==> config.mk <==
export PLATFORM = sky130hd
export DESIGN_NAME = mrf_regfile
export DESIGN_NICKNAME = d
export VERILOG_FILES = /design/src/rtl/mrf_pkg.sv /design/src/rtl/mrf_rst_sync.sv /design/src/rtl/mrf_bank_map.sv /design/src/rtl/mrf_storage.sv /design/src/rtl/mrf_read_mux.sv /design/src/rtl/mrf_regfile.sv
export SDC_FILE = /design/constraint.sdc
export NUM_CORES = 2
export LEC_CHECK = 0
export ABC_AREA = 1
export BUFFER_PORTS_ARGS = -buffer_cell sky130_fd_sc_hd__clkbuf_2
export CAP_MARGIN = 20
export CORE_MARGIN = 5
export CORE_UTILIZATION = 45
export DETAILED_ROUTE_END_ITERATION = 8
export GPL_TIMING_DRIVEN = 0
export PLACE_DENSITY = 0.7
export SLEW_MARGIN = 10
export SYNTH_ARGS = -nofsm -noshare
export SYNTH_HDL_FRONTEND = slang
export SYNTH_SLANG_ARGS = --single-unit
export TNS_END_PERCENT = 1
==> constraint.sdc <==
create_clock -name clk -period 42.7 [get_ports clk]
set_input_delay 0 -clock clk [delete_from_list [all_inputs] [get_ports clk]]
set_output_delay 0 -clock clk [all_outputs]
set_load 0.02 [all_outputs]
==> src/rtl/mrf_pkg.sv <==
package mrf_pkg;
  localparam int ARCH_REGS   = 16;
  localparam int AW          = $clog2(ARCH_REGS);
  localparam int FAST_LO     = 8;
  localparam int FAST_HI     = 14;
  localparam int FAST_CNT    = FAST_HI - FAST_LO + 1;
  localparam int SMALL_LO    = 13;
  localparam int SMALL_HI    = 14;
  localparam int SMALL_CNT   = SMALL_HI - SMALL_LO + 1;
  localparam int SMALL_MODES = 4;
  localparam int FAST_BASE   = ARCH_REGS;
  localparam int SMALL_BASE  = FAST_BASE + FAST_CNT;
  localparam int PHYS_REGS   = SMALL_BASE + SMALL_MODES * SMALL_CNT;
  localparam int PW          = $clog2(PHYS_REGS);

  localparam logic [2:0] MODE_USR = 3'd0;
  localparam logic [2:0] MODE_FIQ = 3'd1;
  localparam logic [2:0] MODE_IRQ = 3'd2;
  localparam logic [2:0] MODE_SVC = 3'd3;
  localparam logic [2:0] MODE_ABT = 3'd4;
  localparam logic [2:0] MODE_UND = 3'd5;
endpackage

==> src/rtl/mrf_rst_sync.sv <==
module mrf_rst_sync (
  input  logic clk,
  input  logic rst_n,
  output logic rst_sync_n
);
  logic [1:0] sync_q;
  logic [1:0] sync_d;

  always_comb begin
    sync_d = {sync_q[0], 1'b1};
  end

  always_ff @(posedge clk or negedge rst_n) begin
    if (!rst_n) sync_q <= 2'b00;
    else        sync_q <= sync_d;
  end

  assign rst_sync_n = sync_q[1];
endmodule

==> src/rtl/mrf_bank_map.sv <==
module mrf_bank_map
  import mrf_pkg::*;
(
  input  logic [2:0]    mode,
  input  logic          user_view,
  input  logic [AW-1:0] arch_idx,
  output logic [PW-1:0] phys_idx
);
  int idx_int;
  int slot;

  always_comb begin
    idx_int = int'(arch_idx);
    slot    = idx_int;
    if (!user_view) begin
      unique case (mode)
        MODE_FIQ: begin
          if (idx_int >= FAST_LO && idx_int <= FAST_HI)
            slot = FAST_BASE + (idx_int - FAST_LO);
        end
        MODE_IRQ, MODE_SVC, MODE_ABT, MODE_UND: begin
          if (idx_int >= SMALL_LO && idx_int <= SMALL_HI)
            slot = SMALL_BASE + (int'(mode) - int'(MODE_IRQ)) * SMALL_CNT
                   + (idx_int - SMALL_LO);
        end
        default: slot = idx_int;
      endcase
    end
    phys_idx = PW'(slot);
  end
endmodule

==> src/rtl/mrf_storage.sv <==
module mrf_storage
  import mrf_pkg::*;
#(
  parameter int DATA_W = 32
) (
  input  logic              clk,
  input  logic              rst_n,
  input  logic              we,
  input  logic [PW-1:0]     widx,
  input  logic [DATA_W-1:0] wdata,
  output logic [DATA_W-1:0] regs_q [PHYS_REGS]
);
  logic [PHYS_REGS-1:0] wr_en;

  always_comb begin
    for (int i = 0; i < PHYS_REGS; i++)
      wr_en[i] = we && (widx == PW'(i));
  end

  for (genvar g = 0; g < PHYS_REGS; g++) begin : g_reg
    always_ff @(posedge clk or negedge rst_n) begin
      if (!rst_n)        regs_q[g] <= '0;
      else if (wr_en[g]) regs_q[g] <= wdata;
    end
  end
endmodule

==> src/rtl/mrf_read_mux.sv <==
module mrf_read_mux
  import mrf_pkg::*;
#(
  parameter int DATA_W = 32
) (
  input  logic [DATA_W-1:0] regs_q [PHYS_REGS],
  input  logic [PW-1:0]     idx,
  output logic [DATA_W-1:0] data
);
  always_comb begin
    data = '0;
    for (int i = 0; i < PHYS_REGS; i++)
      if (idx == PW'(i)) data = regs_q[i];
  end
endmodule

==> src/rtl/mrf_regfile.sv <==
module mrf_regfile
  import mrf_pkg::*;
#(
  parameter int DATA_W = 32
) (
  input  logic              clk,
  input  logic              rst_n,
  input  logic [2:0]        mode_i,
  input  logic              user_view_i,
  input  logic [3:0]        ra_addr_i,
  output logic [DATA_W-1:0] ra_data_o,
  input  logic [3:0]        rb_addr_i,
  output logic [DATA_W-1:0] rb_data_o,
  input  logic              we_i,
  input  logic [3:0]        wa_addr_i,
  input  logic [DATA_W-1:0] wd_i
);
  localparam int NUM_RD = 2;

  logic              rst_int_n;
  logic [PW-1:0]     w_phys;
  logic [AW-1:0]     rd_addr [NUM_RD];
  logic [PW-1:0]     rd_phys [NUM_RD];
  logic [DATA_W-1:0] rd_data [NUM_RD];
  logic [DATA_W-1:0] regs_q  [PHYS_REGS];

  assign rd_addr[0] = ra_addr_i;
  assign rd_addr[1] = rb_addr_i;
  assign ra_data_o  = rd_data[0];
  assign rb_data_o  = rd_data[1];

  mrf_rst_sync u_rst (
    .clk        (clk),
    .rst_n      (rst_n),
    .rst_sync_n (rst_int_n)
  );

  mrf_bank_map u_wmap (
    .mode      (mode_i),
    .user_view (user_view_i),
    .arch_idx  (wa_addr_i),
    .phys_idx  (w_phys)
  );

  mrf_storage #(.DATA_W(DATA_W)) u_store (
    .clk    (clk),
    .rst_n  (rst_int_n),
    .we     (we_i),
    .widx   (w_phys),
    .wdata  (wd_i),
    .regs_q (regs_q)
  );

  for (genvar p = 0; p < NUM_RD; p++) begin : g_rd
    mrf_bank_map u_rmap (
      .mode      (mode_i),
      .user_view (user_view_i),
      .arch_idx  (rd_addr[p]),
      .phys_idx  (rd_phys[p])
    );
    mrf_read_mux #(.DATA_W(DATA_W)) u_mux (
      .regs_q (regs_q),
      .idx    (rd_phys[p]),
      .data   (rd_data[p])
    );
  end
endmodule

# Yosys cells after proc, flatten, opt, wreduce, memory -nomap -nowiden
# Cells that the tools add are included.
# classes
n_addsub	14
magnitude_cmp	9
n_eq_ne	95
mux	74
n_reduce_logical	41
# op_table
op	count
32-bit two-way mux	62
5-bit == test, second input constant	45
5-bit by 4-bit == test with 1-bit output, second input constant	24
5-bit by 3-bit == test with 1-bit output, second input constant	12
5-bit two-way mux	9
1-bit logical AND	37
5-bit by 2-bit == test with 1-bit output, second input constant	6
5-bit one-hot mux with 2 select lines	3
4-bit by 4-bit subtractor with 5-bit output, second input constant	6
4-bit greater-or-equal comparator, second input constant	6
5-bit adder, first input constant	4
5-bit adder	3
5-bit by 1-bit == test with 1-bit output, second input constant	3
5-bit logical NOT	3
4-bit less-or-equal comparator, second input constant	3
3-bit by 2-bit == test with 1-bit output, second input constant	2
3-bit == test, second input constant	2
4-bit OR reduction	1
3-bit by 2-bit subtractor with 4-bit output, second input constant	1
3-bit by 1-bit == test with 1-bit output, second input constant	1
# word_totals
ff_bits	994
elab_cells	265

# Logic depth before layout (Yosys ltp)
# logic_depth
word_depth	38
mapped_depth	31

# Cells and area by module
# From an unflattened synthesis, not the netlist that was laid out.
# unflattened
hier_cells	8387
area_unflattened_um2	56324.0
# by_module_without_submodules
mod	n_inst	cells_each	area_per_inst_um2	seq_area_each_um2
mrf_storage	1	4438	39325.2	24823.8
mrf_read_mux	2	1902	8077.7	0.0
mrf_bank_map at g_rd[0].u_rmap ...	2	47	260.2	0.0
mrf_bank_map at g_rd[1].u_rmap	1	48	269.0	0.0
mrf_rst_sync	1	3	53.8	50.0

# Worst setup path before layout
# No wires, ideal clock.
# synth_path
kind	input-to-output
start	input port mode_i[0]
end	output port rb_data_o[26]
arrival_ns	3.557
required_ns	42.700
slack_ns	39.143
stages	30
path_buffers	4
cell_sequence	inv_1 ha_1 clkbuf_1 xor2_1 ha_1 fa_1 xor2_1 nand2_1 nand2_1 o21ai_1 nand2_1 buf_2 buf_6 buf_2 nand3_1 nand3_1 nor2_1 nand4_1 nand2_1 nand4_1 nor2_1 nand4_1 nor2_1 nand4_1 nor2_1 nand4_1 nor2_1 nand4_1 nor2_1 nand4_1
# synth_between
elab_chain_cells	38
word_cells_on_any_way	74
# synth_lines
item	line	source
start, declared	mrf_regfile.sv:8	input logic [2:0] mode_i,
3-bit by 2-bit subtractor with 4-bit output	mrf_bank_map.sv:23	slot = SMALL_BASE + (int'(mode) - int'(MODE_IRQ)) * SMALL_CNT
5-bit adder	mrf_bank_map.sv:23	
5-bit adder	mrf_bank_map.sv:24	+ (idx_int - SMALL_LO);
5-bit two-way mux	mrf_bank_map.sv:22	if (idx_int >= SMALL_LO && idx_int <= SMALL_HI)
5-bit one-hot mux with 2 select lines (*)	mrf_bank_map.sv:16	unique case (mode)
5-bit two-way mux (*)	mrf_bank_map.sv:15	if (!user_view) begin
5-bit logical NOT	mrf_read_mux.sv:13	if (idx == PW'(i)) data = regs_q[i];
32-bit two-way mux (30 in a row)	mrf_read_mux.sv:13	
32-bit two-way mux (*)	mrf_read_mux.sv:13	
end, declared	mrf_regfile.sv:13	output logic [DATA_W-1:0] rb_data_o,
# Every way passes the cells marked *; elsewhere a longest branch is shown, timed or not.

# Worst setup path after layout
# layout_path
start	input port mode_i[2]
end	output port ra_data_o[15]
# layout_between
elab_chain_cells	38
word_cells_on_any_way	74
# layout_lines
item	line	source
3-bit by 2-bit subtractor with 4-bit output	mrf_bank_map.sv:23	
5-bit adder	mrf_bank_map.sv:23	
5-bit adder	mrf_bank_map.sv:24	
5-bit two-way mux	mrf_bank_map.sv:22	
5-bit one-hot mux with 2 select lines (*)	mrf_bank_map.sv:16	
5-bit two-way mux (*)	mrf_bank_map.sv:15	
5-bit logical NOT	mrf_read_mux.sv:13	
32-bit two-way mux (30 in a row)	mrf_read_mux.sv:13	
32-bit two-way mux (*)	mrf_read_mux.sv:13	
end, declared	mrf_regfile.sv:11	output logic [DATA_W-1:0] ra_data_o,
# Marked as above.

==> flow_metrics.py <==
metrics = {
    "power_and_ir_drop": {
        "pwr-share-clk_pct": 35.4,
        "power_density_nw_per_um2": 49.4,
        "p_sw_share_pct": 35.1,
        "irDropWorstVdd_uv": 32.6,
        "leakage_nw": 25.8,
        "combPwrFrac_pct": 21.2,
        "power_frac_seq_pct": 43.4,
        "p_sw_w": 0.00102,
        "intPower_w": 0.00188,
    },
    "floorplan": {
        "start_util_pct": 45.4,
        "core_um2": 113000,
        "io_pins": 115,
        "rows": 123,
        "die_h_um": 347,
        "die_w_um": 347,
        "dieArea_um2": 121000,
    },
    "final_layout": {
        "fillCellCount": 11100,
        "multi_input_area_um2": 22900,
        "syn2layout_area_growth_pct": 14.5,
        "register_area_um2": 24900,
        "layout.nets": 7454,
        "drive_above_1_share_pct": 5.95,
    },
    "worst_setup_path": {
        "critPathArrivalTime_ns": 6.66,
        "r2r-start": "u_rst.sync_q[1]$_DFF_PN0_",
        "cp_max_fo": 10,
        "critPathLaunchType": "input port",
        "critical_path.slowest_cell": "nor2_1",
        "cp_common_cell": "nand4_1",
        "startpoint": "mode_i[2]",
        "worstSetupPathType": "input port to primary output",
        "cp-end-kind": "primary output",
        "worstPathRequired_ns": 42.70,
        "cp_slowest_stage_delay_ns": 0.58,
        "path_buf_inv": 5,
        "cp_top_family": "simple AND/OR/NAND/NOR gates",
    },
    "sta": {
        "finalCritPeriodShare_pct": 15.6,
        "rsz0062_at_grt": "false",
        "fin_crit_ns": 6.66,
        "maxSlewViolCount": 0,
        "slew_headroom_pct": 8.31,
        "setup_violations": 0,
        "worst_slew_pin_slew_ns": 1.38,
        "skew_ns": 0.0206,
        "layout_setup_ws_ns": 36.04,
        "clock.fmax_ghz": 0.150,
        "tns_ns": 0,
        "hold_viol": 0,
    },
    "place": {
        "gp_congestion": 1.10,
        "io_buffers": 114,
        "post-place-ws_ns": 36.67,
        "hpwl_um": 180000,
    },
    "cts": {
        "worstSkewPairLatency_ns": 0.75,
        "postCtsSetupBuffers": 0,
        "numCtsBuffers": 113,
        "clkSlewWorstSetupHoldPaths_ns": 0.06,
        "cts_buffer_depth": 3,
        "htreeDepth": 3,
        "cts.sinks": 994,
        "root_buffer": "clkbuf_16",
        "cts_tree": "yes",
    },
    "synth": {
        "syn_avg_cell_area_um2": 7.22,
        "yosys.cell_count.top_type": "nand2_1",
        "yosys_register_bits": 994,
        "synth_cell_types": 41,
        "synth_top_area_share_pct": 48.6,
        "synthArstFlopShare_pct": 100,
        "yosys-top-cells-count": "2505 x nand2_1, 994 x dfrtp_1, 993 x o21ai_0",
        "syn-num-nets": 7152,
        "seq_area_frac_synth_pct": 48.6,
        "synthCells": 7085,
        "yosys.area.top_type": "dfrtp_1",
        "syn_area_um2": 51200,
        "ys_warn_count": 0,
        "synth_top_cells_by_area": "dfrtp_1 49%, nand2_1 18%, o21ai_0 9.7%",
        "synth-edff-count": 0,
        "synthFlopType": "dfrtp_1",
    },
    "global_routing": {
        "grt_pass1_vias": 51600,
        "grt_max_degree": 64,
        "grt_pass1_wl_um": 342000,
        "grt-ovfl-total": 0,
        "track_usage_pct": 38.6,
        "antenna_found_initial": 22,
    },
    "drt": {
        "drc": 0,
        "num_vias": 54900,
        "firstDrtPassIters": 7,
        "wirelength_um": 241000,
        "wl_per_cell_um": 26.8,
        "routed_via_density": 6.11,
        "drt_first_iter_violations": 8410,
        "ant_nets": 0,
    },
    "status": {
        "status": "finished clean",
    },
    "flow_run": {
        "max-cap-violations": 0,
    },
    "worst_hold_path": {
        "hold_path_class": "input port to asynchronous set/reset pin",
    },
}
-- power by group through the flow --
stage	sequential [W]	combinational, W	clock [W]
3_5_place_dp	0.00126	0.000585	0
6_report	0.00126	0.000615	0.00102
4_1_cts	0.00125	0.000589	0.00102
5_1_grt	0.00127	0.000653	0.00106
2_1_floorplan	0.00124	0.000323	0
3_3_place_gp	0.00128	0.000545	0
-- cell families after synthesis --
kind of cell,share of synthesized area (%)
AND/OR/NAND/NOR,33.1
adder cells (fa/ha/maj),0.435
AO/OA/AOI/OAI,11.0
XOR/XNOR,0.171
flip-flops,48.6
other,0.00733
buffers and inverters,6.68
-- layer usage --
metal  wire length (um)  track usage [%]  vias up
met5                322                0        -
met4              22300             28.9       22
met3              31600             13.0     1105
met2             103000             57.4     3892
met1              83500             46.5    26300
li1                   -                -    23600
-- worst register-to-register path, delay by kind of cell (launching register included) --
| kind | cells | cell delay (ns) |
|---|---|---|
| DFF | 1 | 0.66 |
| buffers and inverters | 6 | 2.05 |
-- worst paths after layout --
check	endpoint	slack, ns	depth (start not counted)
min in group clk	u_store.regs_q[639]$_DFFE_PN0P_	0.13	4
worst min-delay path	u_rst.sync_q[1]$_DFF_PN0_	0.12	3
max in group asynchronous	u_store.regs_q[967]$_DFFE_PN0P_	40.11	6
worst min register to register	u_store.regs_q[594]$_DFFE_PN0P_	0.25	0
worst max-delay path	ra_data_o[15]	36.04	30
worst max register to register	u_store.regs_q[967]$_DFFE_PN0P_	40.11	6
-- final cells by class --
cell class | count | share of cell area, %
antenna | 10 | 0.0427
buffer | 489 | 3.33
clock buffer | 162 | 5.52
clock inverter | 44 | 1.02
inverter | 393 | 2.52
multi-input combinational | 5209 | 39.1
sequential | 994 | 42.5
tap | 1500 | 3.20
timing repair buffer | 187 | 2.83
-- placed cells by master (no fill, tap or decap), drive strengths merged, types with 2 or more instances in the layout --
cell / synthesis / layout
nand2: 2512 / 2512
o21ai: 1014 / 1014
dfrtp: 994 / 994
nor2: 759 / 759
clkbuf: 437 / 713
nand4: 427 / 427
inv: 389 / 393
nand3: 310 / 310
a21oi: 101 / 101
buf: 52 / 91
dlygate4sd3: 0 / 34
clkinv: 4 / 31
or2: 27 / 27
nor3: 18 / 18
ha: 13 / 13
bufinv: 0 / 11
diode: 0 / 10
xor2: 7 / 7
xnor2: 3 / 3
and3: 3 / 3
nor3b: 3 / 3
fa: 3 / 3
o21bai: 3 / 3
clkinvlp: 0 / 2
nand3b: 2 / 2
o31ai: 2 / 2
-- metrics by stage --
| stage | cells | hold slack [ns] | instance area, um^2 | total power (W) | utilization, % |
|---|---|---|---|---|---|
| after floorplan | 7085 | -0.296 | 51200 | 0.00156 | - |
| after global placement | 8699 | -0.214 | 53600 | 0.00183 | 47.5 |
| after detailed placement | 8729 | -0.213 | 54300 | 0.00185 | 48.1 |
| after CTS | 8969 | 0.0945 | 58400 | 0.00286 | 51.8 |
| after global routing | 8979 | 0.134 | 58600 | 0.00299 | 51.9 |
| final | 8988 | 0.117 | 58600 | 0.00289 | 51.9 |
-- state kept, by name (all words and copies together) (netlist names) --
signal / count
u_store.regs_q: 992
u_rst.sync_q: 2
-- what timing repair did --
item	in CTS	in global routing
hold buffers	34	0
resized for setup	0	0
endpoints found under the hold margin	67	0
No activity file was read; power rests on OpenSTA's default activity.
